### src/rtl/uart_vote_pkg.sv
package uart_vote_pkg;

   // Oversampling ratio and tick counter width
   localparam int unsigned OVS   = 16;
   localparam int unsigned OVS_W = $clog2(OVS);
   // Centre tick of a bit window (ticks counted from 1)
   localparam int unsigned MID   = OVS / 2;

   typedef enum logic [1:0] {
      ST_IDLE  = 2'd0,
      ST_START = 2'd1,
      ST_DATA  = 2'd2,
      ST_STOP  = 2'd3
   } rx_state_e;

endpackage

### src/rtl/uvr_sync.sv
module uvr_sync #(
   parameter int unsigned STAGES    = 2,
   parameter logic        RESET_VAL = 1'b1
) (
   input  logic clk_i,
   input  logic rst_ni,
   input  logic d_i,
   output logic q_o
);

   if (STAGES < 2) begin : g_bad_stages
      $error("uvr_sync: STAGES must be at least 2");
   end

   logic [STAGES-1:0] chain_q;

   for (genvar s = 0; s < STAGES; s++) begin : g_stage
      if (s == 0) begin : g_first
         always_ff @(posedge clk_i or negedge rst_ni) begin
            if (!rst_ni) chain_q[0] <= RESET_VAL;
            else         chain_q[0] <= d_i;
         end
      end else begin : g_next
         always_ff @(posedge clk_i or negedge rst_ni) begin
            if (!rst_ni) chain_q[s] <= RESET_VAL;
            else         chain_q[s] <= chain_q[s-1];
         end
      end
   end

   assign q_o = chain_q[STAGES-1];

endmodule

### src/rtl/uvr_tick.sv
module uvr_tick #(
   parameter int unsigned DIV_W = 16
) (
   input  logic             clk_i,
   input  logic             rst_ni,
   input  logic             hold_i,
   input  logic [DIV_W-1:0] div_i,
   output logic             tick_o
);

   if (DIV_W < 1) begin : g_bad_div
      $error("uvr_tick: DIV_W must be at least 1");
   end

   logic [DIV_W-1:0] cnt_q;
   logic             wrap;

   assign wrap = (cnt_q == div_i);

   always_ff @(posedge clk_i or negedge rst_ni) begin
      if (!rst_ni)     cnt_q <= '0;
      else if (hold_i) cnt_q <= '0;
      else if (wrap)   cnt_q <= '0;
      else             cnt_q <= cnt_q + 1'b1;
   end

   assign tick_o = wrap & ~hold_i;

endmodule

### src/rtl/uvr_framer.sv
module uvr_framer
   import uart_vote_pkg::*;
#(
   parameter int unsigned DATA_W = 8,
   parameter int unsigned VOTES  = 3
) (
   input  logic              clk_i,
   input  logic              rst_ni,
   input  logic              en_i,
   input  logic              line_i,
   input  logic              tick_i,
   output logic              hold_o,
   output logic              push_o,
   output logic [DATA_W-1:0] data_o
);

   if (VOTES != 1 && VOTES != 3) begin : g_bad_votes
      $error("uvr_framer: VOTES must be 1 or 3");
   end
   if (DATA_W < 2) begin : g_bad_width
      $error("uvr_framer: DATA_W must be at least 2");
   end

   localparam int unsigned BI_W = $clog2(DATA_W);
   localparam logic [OVS_W:0]  T_DECIDE = (OVS_W+1)'(MID + VOTES / 2);
   localparam logic [OVS_W:0]  T_END    = (OVS_W+1)'(OVS);
   localparam logic [BI_W-1:0] LAST_BIT = BI_W'(DATA_W - 1);

   rx_state_e          state_q;
   logic               prev_q;
   logic [OVS_W-1:0]   tick_q;
   logic [BI_W-1:0]    bit_q;
   logic [DATA_W-1:0]  shift_q;
   logic [OVS_W:0]     t_nxt;
   logic               busy;
   logic               bit_val;
   logic               at_decide;
   logic               at_end;

   assign busy      = (state_q != ST_IDLE);
   assign t_nxt     = {1'b0, tick_q} + 1'b1;
   assign at_decide = busy & tick_i & (t_nxt == T_DECIDE);
   assign at_end    = busy & tick_i & (t_nxt == T_END);

   // Bit decision variant
   if (VOTES == 3) begin : g_majority
      localparam logic [OVS_W:0] T_S0 = (OVS_W+1)'(MID - 1);
      localparam logic [OVS_W:0] T_S1 = (OVS_W+1)'(MID);
      logic [1:0] samp_q;
      always_ff @(posedge clk_i or negedge rst_ni) begin
         if (!rst_ni) begin
            samp_q <= '0;
         end else if (busy && tick_i) begin
            if (t_nxt == T_S0) samp_q[0] <= line_i;
            if (t_nxt == T_S1) samp_q[1] <= line_i;
         end
      end
      assign bit_val = (samp_q[0] & samp_q[1]) |
                       (samp_q[0] & line_i)    |
                       (samp_q[1] & line_i);
   end else begin : g_single
      assign bit_val = line_i;
   end

   always_ff @(posedge clk_i or negedge rst_ni) begin
      if (!rst_ni) begin
         state_q <= ST_IDLE;
         prev_q  <= 1'b1;
         tick_q  <= '0;
         bit_q   <= '0;
         shift_q <= '0;
      end else begin
         prev_q <= line_i;
         if (!busy) begin
            tick_q <= '0;
            bit_q  <= '0;
            if (en_i && prev_q && !line_i) state_q <= ST_START;
         end else if (!en_i) begin
            state_q <= ST_IDLE;
         end else if (tick_i) begin
            tick_q <= t_nxt[OVS_W-1:0];
            if (t_nxt == T_DECIDE) begin
               unique case (state_q)
                  ST_START: if (bit_val) state_q <= ST_IDLE;
                  ST_DATA:  shift_q <= {bit_val, shift_q[DATA_W-1:1]};
                  ST_STOP:  state_q <= ST_IDLE;
                  default:  state_q <= ST_IDLE;
               endcase
            end
            if (t_nxt == T_END) begin
               tick_q <= '0;
               unique case (state_q)
                  ST_START: begin
                     state_q <= ST_DATA;
                     bit_q   <= '0;
                  end
                  ST_DATA: begin
                     if (bit_q == LAST_BIT) state_q <= ST_STOP;
                     else                   bit_q   <= bit_q + 1'b1;
                  end
                  default: state_q <= ST_IDLE;
               endcase
            end
         end
      end
   end

   assign hold_o = ~busy;
   assign push_o = en_i & at_decide & (state_q == ST_STOP) & bit_val;
   assign data_o = shift_q;

   // at_end is consumed only through the same compare above; keep it observable
   logic unused_end;
   assign unused_end = at_end;

endmodule

### src/rtl/uvr_queue.sv
module uvr_queue #(
   parameter int unsigned DEPTH = 8,
   parameter int unsigned WIDTH = 8,
   parameter int unsigned CNT_W = $clog2(DEPTH + 1)
) (
   input  logic             clk_i,
   input  logic             rst_ni,
   input  logic             push_i,
   input  logic [WIDTH-1:0] data_i,
   input  logic             pop_i,
   output logic [WIDTH-1:0] rd_data_o,
   output logic [CNT_W-1:0] level_o,
   output logic             empty_o
);

   if (DEPTH < 2 || (DEPTH & (DEPTH - 1)) != 0) begin : g_bad_depth
      $error("uvr_queue: DEPTH must be a power of two, at least 2");
   end
   if (CNT_W != $clog2(DEPTH + 1)) begin : g_bad_cnt
      $error("uvr_queue: CNT_W does not match DEPTH");
   end

   localparam int unsigned AW = $clog2(DEPTH);
   localparam logic [CNT_W-1:0] FULL_LVL = CNT_W'(DEPTH);

   logic [WIDTH-1:0] mem_q [DEPTH];
   logic [AW-1:0]    wr_q, rd_q;
   logic [CNT_W-1:0] level_q;
   logic             empty_q;
   logic             push_ok, pop_ok;
   logic [CNT_W-1:0] level_d;

   assign push_ok = push_i & (level_q != FULL_LVL);
   assign pop_ok  = pop_i & ~empty_q;

   always_comb begin
      level_d = level_q;
      unique case ({push_ok, pop_ok})
         2'b10:   level_d = level_q + 1'b1;
         2'b01:   level_d = level_q - 1'b1;
         default: level_d = level_q;
      endcase
   end

   always_ff @(posedge clk_i) begin
      if (push_ok) mem_q[wr_q] <= data_i;
   end

   always_ff @(posedge clk_i or negedge rst_ni) begin
      if (!rst_ni) begin
         wr_q    <= '0;
         rd_q    <= '0;
         level_q <= '0;
         empty_q <= 1'b1;
      end else begin
         if (push_ok) wr_q <= wr_q + 1'b1;
         if (pop_ok)  rd_q <= rd_q + 1'b1;
         level_q <= level_d;
         empty_q <= (level_d == '0);
      end
   end

   assign rd_data_o = mem_q[rd_q];
   assign level_o   = level_q;
   assign empty_o   = empty_q;

endmodule

### src/rtl/uart_vote_rx.sv
module uart_vote_rx
   import uart_vote_pkg::*;
#(
   parameter int unsigned DATA_W      = 8,
   parameter int unsigned DEPTH       = 8,
   parameter int unsigned DIV_W       = 16,
   parameter int unsigned THR_W       = 3,
   parameter int unsigned VOTES       = 3,
   parameter int unsigned SYNC_STAGES = 2,
   localparam int unsigned CNT_W      = $clog2(DEPTH + 1)
) (
   input  logic              clk_i,
   input  logic              rst_ni,
   input  logic              enable_i,
   input  logic [DIV_W-1:0]  div_i,
   input  logic              rx_i,
   input  logic              pop_i,
   input  logic [THR_W-1:0]  wm_thresh_i,
   output logic [DATA_W-1:0] rd_data_o,
   output logic              empty_o,
   output logic [CNT_W-1:0]  level_o,
   output logic              wm_o
);

   if (THR_W >= CNT_W + 1) begin : g_bad_thr
      $error("uart_vote_rx: THR_W too wide for the queue depth");
   end

   logic              line_s;
   logic              tick;
   logic              hold;
   logic              push;
   logic [DATA_W-1:0] byte_w;
   logic [CNT_W-1:0]  level_w;

   uvr_sync #(
      .STAGES   (SYNC_STAGES),
      .RESET_VAL(1'b1)
   ) u_sync (
      .clk_i (clk_i),
      .rst_ni(rst_ni),
      .d_i   (rx_i),
      .q_o   (line_s)
   );

   uvr_tick #(
      .DIV_W(DIV_W)
   ) u_tick (
      .clk_i (clk_i),
      .rst_ni(rst_ni),
      .hold_i(hold),
      .div_i (div_i),
      .tick_o(tick)
   );

   uvr_framer #(
      .DATA_W(DATA_W),
      .VOTES (VOTES)
   ) u_framer (
      .clk_i (clk_i),
      .rst_ni(rst_ni),
      .en_i  (enable_i),
      .line_i(line_s),
      .tick_i(tick),
      .hold_o(hold),
      .push_o(push),
      .data_o(byte_w)
   );

   uvr_queue #(
      .DEPTH(DEPTH),
      .WIDTH(DATA_W),
      .CNT_W(CNT_W)
   ) u_queue (
      .clk_i    (clk_i),
      .rst_ni   (rst_ni),
      .push_i   (push),
      .data_i   (byte_w),
      .pop_i    (pop_i),
      .rd_data_o(rd_data_o),
      .level_o  (level_w),
      .empty_o  (empty_o)
   );

   assign level_o = level_w;
   assign wm_o    = (level_w > CNT_W'(wm_thresh_i));

endmodule

### config.mk
export PLATFORM = sky130hd
export DESIGN_NAME = uart_vote_rx
export DESIGN_NICKNAME = d
export VERILOG_FILES = /design/src/rtl/uart_vote_pkg.sv /design/src/rtl/uvr_sync.sv /design/src/rtl/uvr_tick.sv /design/src/rtl/uvr_framer.sv /design/src/rtl/uvr_queue.sv /design/src/rtl/uart_vote_rx.sv
export SDC_FILE = /design/constraint.sdc
export NUM_CORES = 1
export LEC_CHECK = 0
export ABC_AREA = 1
export BUFFER_PORTS_ARGS = -buffer_cell sky130_fd_sc_hd__clkbuf_2
export CORE_ASPECT_RATIO = 0.5
export CORE_MARGIN = 1
export CORE_UTILIZATION = 45
export CTS_CLUSTER_SIZE = 14
export DETAILED_ROUTE_END_ITERATION = 7
export SYNTH_ARGS = -nofsm -noshare
export SYNTH_HDL_FRONTEND = slang
export SYNTH_SLANG_ARGS = --single-unit
export TNS_END_PERCENT = 1
### constraint.sdc
create_clock -name clk_i -period 4.45 [get_ports clk_i]
set_clock_uncertainty 0.05 [all_clocks]
set_input_delay 0.89 -clock clk_i [delete_from_list [all_inputs] [get_ports clk_i]]
set_output_delay 0.89 -clock clk_i [all_outputs]
set_load 0.05 [all_outputs]
==> metrics.md <==
| Metric | Value |
|---|---|
| Post-DRT Antenna Nets | `0` |
| Clock latency on the worst-skew pair | `0.41 ns` |
| CTS tree | `yes` |
| Initial antenna violation count | `0` |
| Area of the multi-input gates | `0.002178 mm^2` |
| Hold Path Depth | `0` |
| Register area | `0.003153 mm^2` |
| Final Hold Fails | `0` |
| Post-synthesis simple-gate area fraction | `0.2288` |
| Post-synthesis sequential area ratio | `0.5534` |
| EDFF count, synth | `64` |
| I/O Pins | `38` |
| Avg Vias per Cell | `4.934` |
| TritonRoute pass-1 iters | `5` |
| GRT Util Overall | `0.1997` |
| Fraction of registers with async set/reset | `0.4336` |
| NumNets Final | `712` |
| R2r startpoint | `u_framer.tick_q[0]` |
| First-pass GRT wire length | `19.89 mm` |
| Post-synthesis cell area | `0.005698 mm^2` |
| Slew @ Worst Pin | `0.9531 ns` |
| Leakage | `0.003074 uW` |
| Clock sink total | `113` |
| Root buf cell | `clkbuf_16` |
| Setup TNS | `0 ns` |
| Area share of fa/ha/maj cells after synthesis | `0.04172` |
| Largest family of logic cells by synthesized area | `simple AND/OR/NAND/NOR gates` |
| Reg2reg path depth | `17` |
| Total gr overflow | `0` |
| Synth area leaders | `edfxtp_1 34%, dfrtp_1 20%, nand2_1 9.2%` |
| RR Endpoint | `u_queue.empty_o` |
| Routed WL per cell | `13.77 um` |
| Post-synthesis compound-gate area fraction | `0.08740` |
| Hold EP | `u_sync.q_o` |
| Pwr/cell area | `587.9 mW/mm^2` |
| Die height | `81.57 um` |
| Hpwl dp | `7.704 mm` |
| # H-tree levels | `4` |
| Layout Area Growth over Synthesis | `17.08%` |
| Largest net degree at the start of global routing | `35` |
| Hold path start | `u_sync.chain_q[0]` |
| Crit path DAT | `2.57 ns` |
| Crit path kind | `reg2out` |
| Critical Path Sink Type | `primary output` |
| Peak supply drop | `0.3658 mV` |
| Area leader, netlist | `edfxtp_1` |
| Post-Synth XOR/XNOR Area | `0.02437` |
| CP Data Required Time | `3.51 ns` |
| WL final | `11.66 mm` |
| Post-CTS setup buffer count | `0` |
| Max-cap viol count | `0` |
| RSZ-0062 raised after global routing | `no` |
| Hold Crit Class | `reg2reg` |
| Mapped Nets | `668` |
| Crit-path max FO | `18` |
| Area fraction of the dominant cell type after synthesis | `0.3373` |
| Post-synthesis mux area share | `0` |
| Starting Density | `0.4714` |
| Routability cong. | `0.8206` |
| Clock Pin Slew Worst Setup and Hold Paths | `0.06 ns` |
| Iter 0 DRT Violations | `189` |
| Overall via count from detail_route | `4,179` |
| Row count | `28` |
| Number of global-route vias before repair | `4,022` |
| Fill count | `1,069` |
| DRC viols | `0` |
| Fin crit period | `3.507 ns` |
| Synth unique cells | `43` |
| Hold Slack | `0.3105 ns` |
| Warning count from the yosys run | `0` |
| Fmax | `285.1 MHz` |
| Final period utilization | `0.7881` |
| Die outline width | `161.1 um` |
| Relative slew slack | `0.3623` |
| Slew Limit Fails | `0` |
| Cts hold-fix bufs | `0` |
| Startpoint class of the critical path | `register` |
| Post-CTS sizing | `0` |
| Outcome | `finished clean` |
| Synthesized area per cell | `9.117 um^2` |
| Seq cells post-synth | `113` |
| Final setup fails | `0` |
| Number of I/O port buffers | `37` |
| CTS buffer count | `17` |
| CTS max path bufs | `2` |
| R2R setup slack | `1.37 ns` |
| Die ar. | `0.01314 mm^2` |
| Layout cells sized above 1 | `0.1657` |
| Antenna fix cells | `0` |
| Top_reg_cell synth | `edfxtp_1` |
| Core box area | `0.01209 mm^2` |
| Synth Instances | `625` |
-- metrics by stage --
| step | total power (uW) | utilization | worst slack [ns] | cell area [um^2] | cells |
|---|---|---|---|---|---|
| 2_1_floorplan | 2212 | - | 1.244 | 5698 | 625 |
| 3_3_place_gp | 2487 | 0.4999 | 1.332 | 6042 | 815 |
| 3_5_place_dp | 2496 | 0.4999 | 1.281 | 6042 | 815 |
| 4_1_cts | 3960 | 0.5520 | 0.9015 | 6671 | 847 |
| 5_1_grt | 4134 | 0.5520 | 0.7583 | 6671 | 847 |
| 6_report | 3922 | 0.5520 | 0.9428 | 6671 | 847 |
-- placed cells by master, fill, tap and decap left out, types with 9 or more instances in the layout --
cell / instances
clkbuf_2: 37
o21ai_0: 37
dfrtp_1: 45
nand2_1: 140
edfxtp_1: 64
inv_1: 67
inv_2: 10
nand3_1: 21
o21ai_1: 9
nor2_1: 98
ha_1: 19
clkbuf_16: 17
-- synth_stat cells, drive strengths merged (3+ instances only) --
master,count
nand4,9
xor2,6
o21a,3
nor3,8
dfstp,4
nand2,146
o21ai,54
nor2,104
dfrtp,45
nor3b,4
xnor2,9
inv,77
o22ai,8
a31oi,8
a21oi,7
buf,5
clkbuf,10
ha,19
nand3,22
edfxtp,64
-- routing by layer --
layer  wire [um]  global-route usage  vias up
li1            -                   -     2141
met1        5739              0.2552     1952
met2        5340              0.3401       73
met3         455             0.04646       13
met4         124             0.06698        0
met5           0                   0        -
-- flip-flops by register name, summed over array words and instances (netlist names) --
name and flops:
u_framer.bit_q 3, u_framer.data_o 8, u_framer.g_majority.samp_q 2, u_framer.prev_q 1, u_framer.state_q 2, u_framer.tick_q 4
u_queue.empty_o 1, u_queue.level_o 4, u_queue.mem_q 64, u_queue.rd_q 3, u_queue.wr_q 3, u_sync.chain_q 1
u_sync.q_o 1, u_tick.cnt_q 16
-- worst max path at each step --
stage                            to  depth (start not counted)  slack (ns)             from
finish                 rd_data_o[6]                          5        0.94  u_queue.rd_q[1]
global route           rd_data_o[6]                          5        0.76  u_queue.rd_q[1]
floorplan                      wm_o                          6        1.24   wm_thresh_i[1]
CTS                    rd_data_o[6]                          5        0.90  u_queue.rd_q[1]
global placement    u_queue.empty_o                         21        1.33         div_i[8]
detailed placement  u_queue.empty_o                         20        1.28         div_i[8]
-- critical path, cell delays in order (launching register included) --
cell and delay [ns]:
dfrtp_1 0.77, inv_1 0.46, nor2_1 0.20, o21ai_0 0.11
a31oi_1 0.29, clkbuf_2 0.33
-- report_power, final --
part	internal, uW	total (uW)	switching (uW)
registers	1150	1240	85.5
logic	345	1230	884
clock network	943	1460	512
-- cell families (layout without fill, tap and decap cells) --
kind of cell / Yosys count / after routing
compound gates: 85 / 85
xor+xnor: 15 / 15
fa+ha+maj: 19 / 19
buf+inv: 94 / 151
flops: 113 / 113
simple gates: 299 / 299
-- area by class of cell --
class                      count  area share
timing repair buffer          40     0.03113
inverter                      79     0.04445
clock inverter                15     0.03057
clock buffer                  17     0.06377
tap                          165     0.03095
multi-input combinational    418      0.3265
sequential                   113      0.4726
Power figures use the tool's default switching activity.
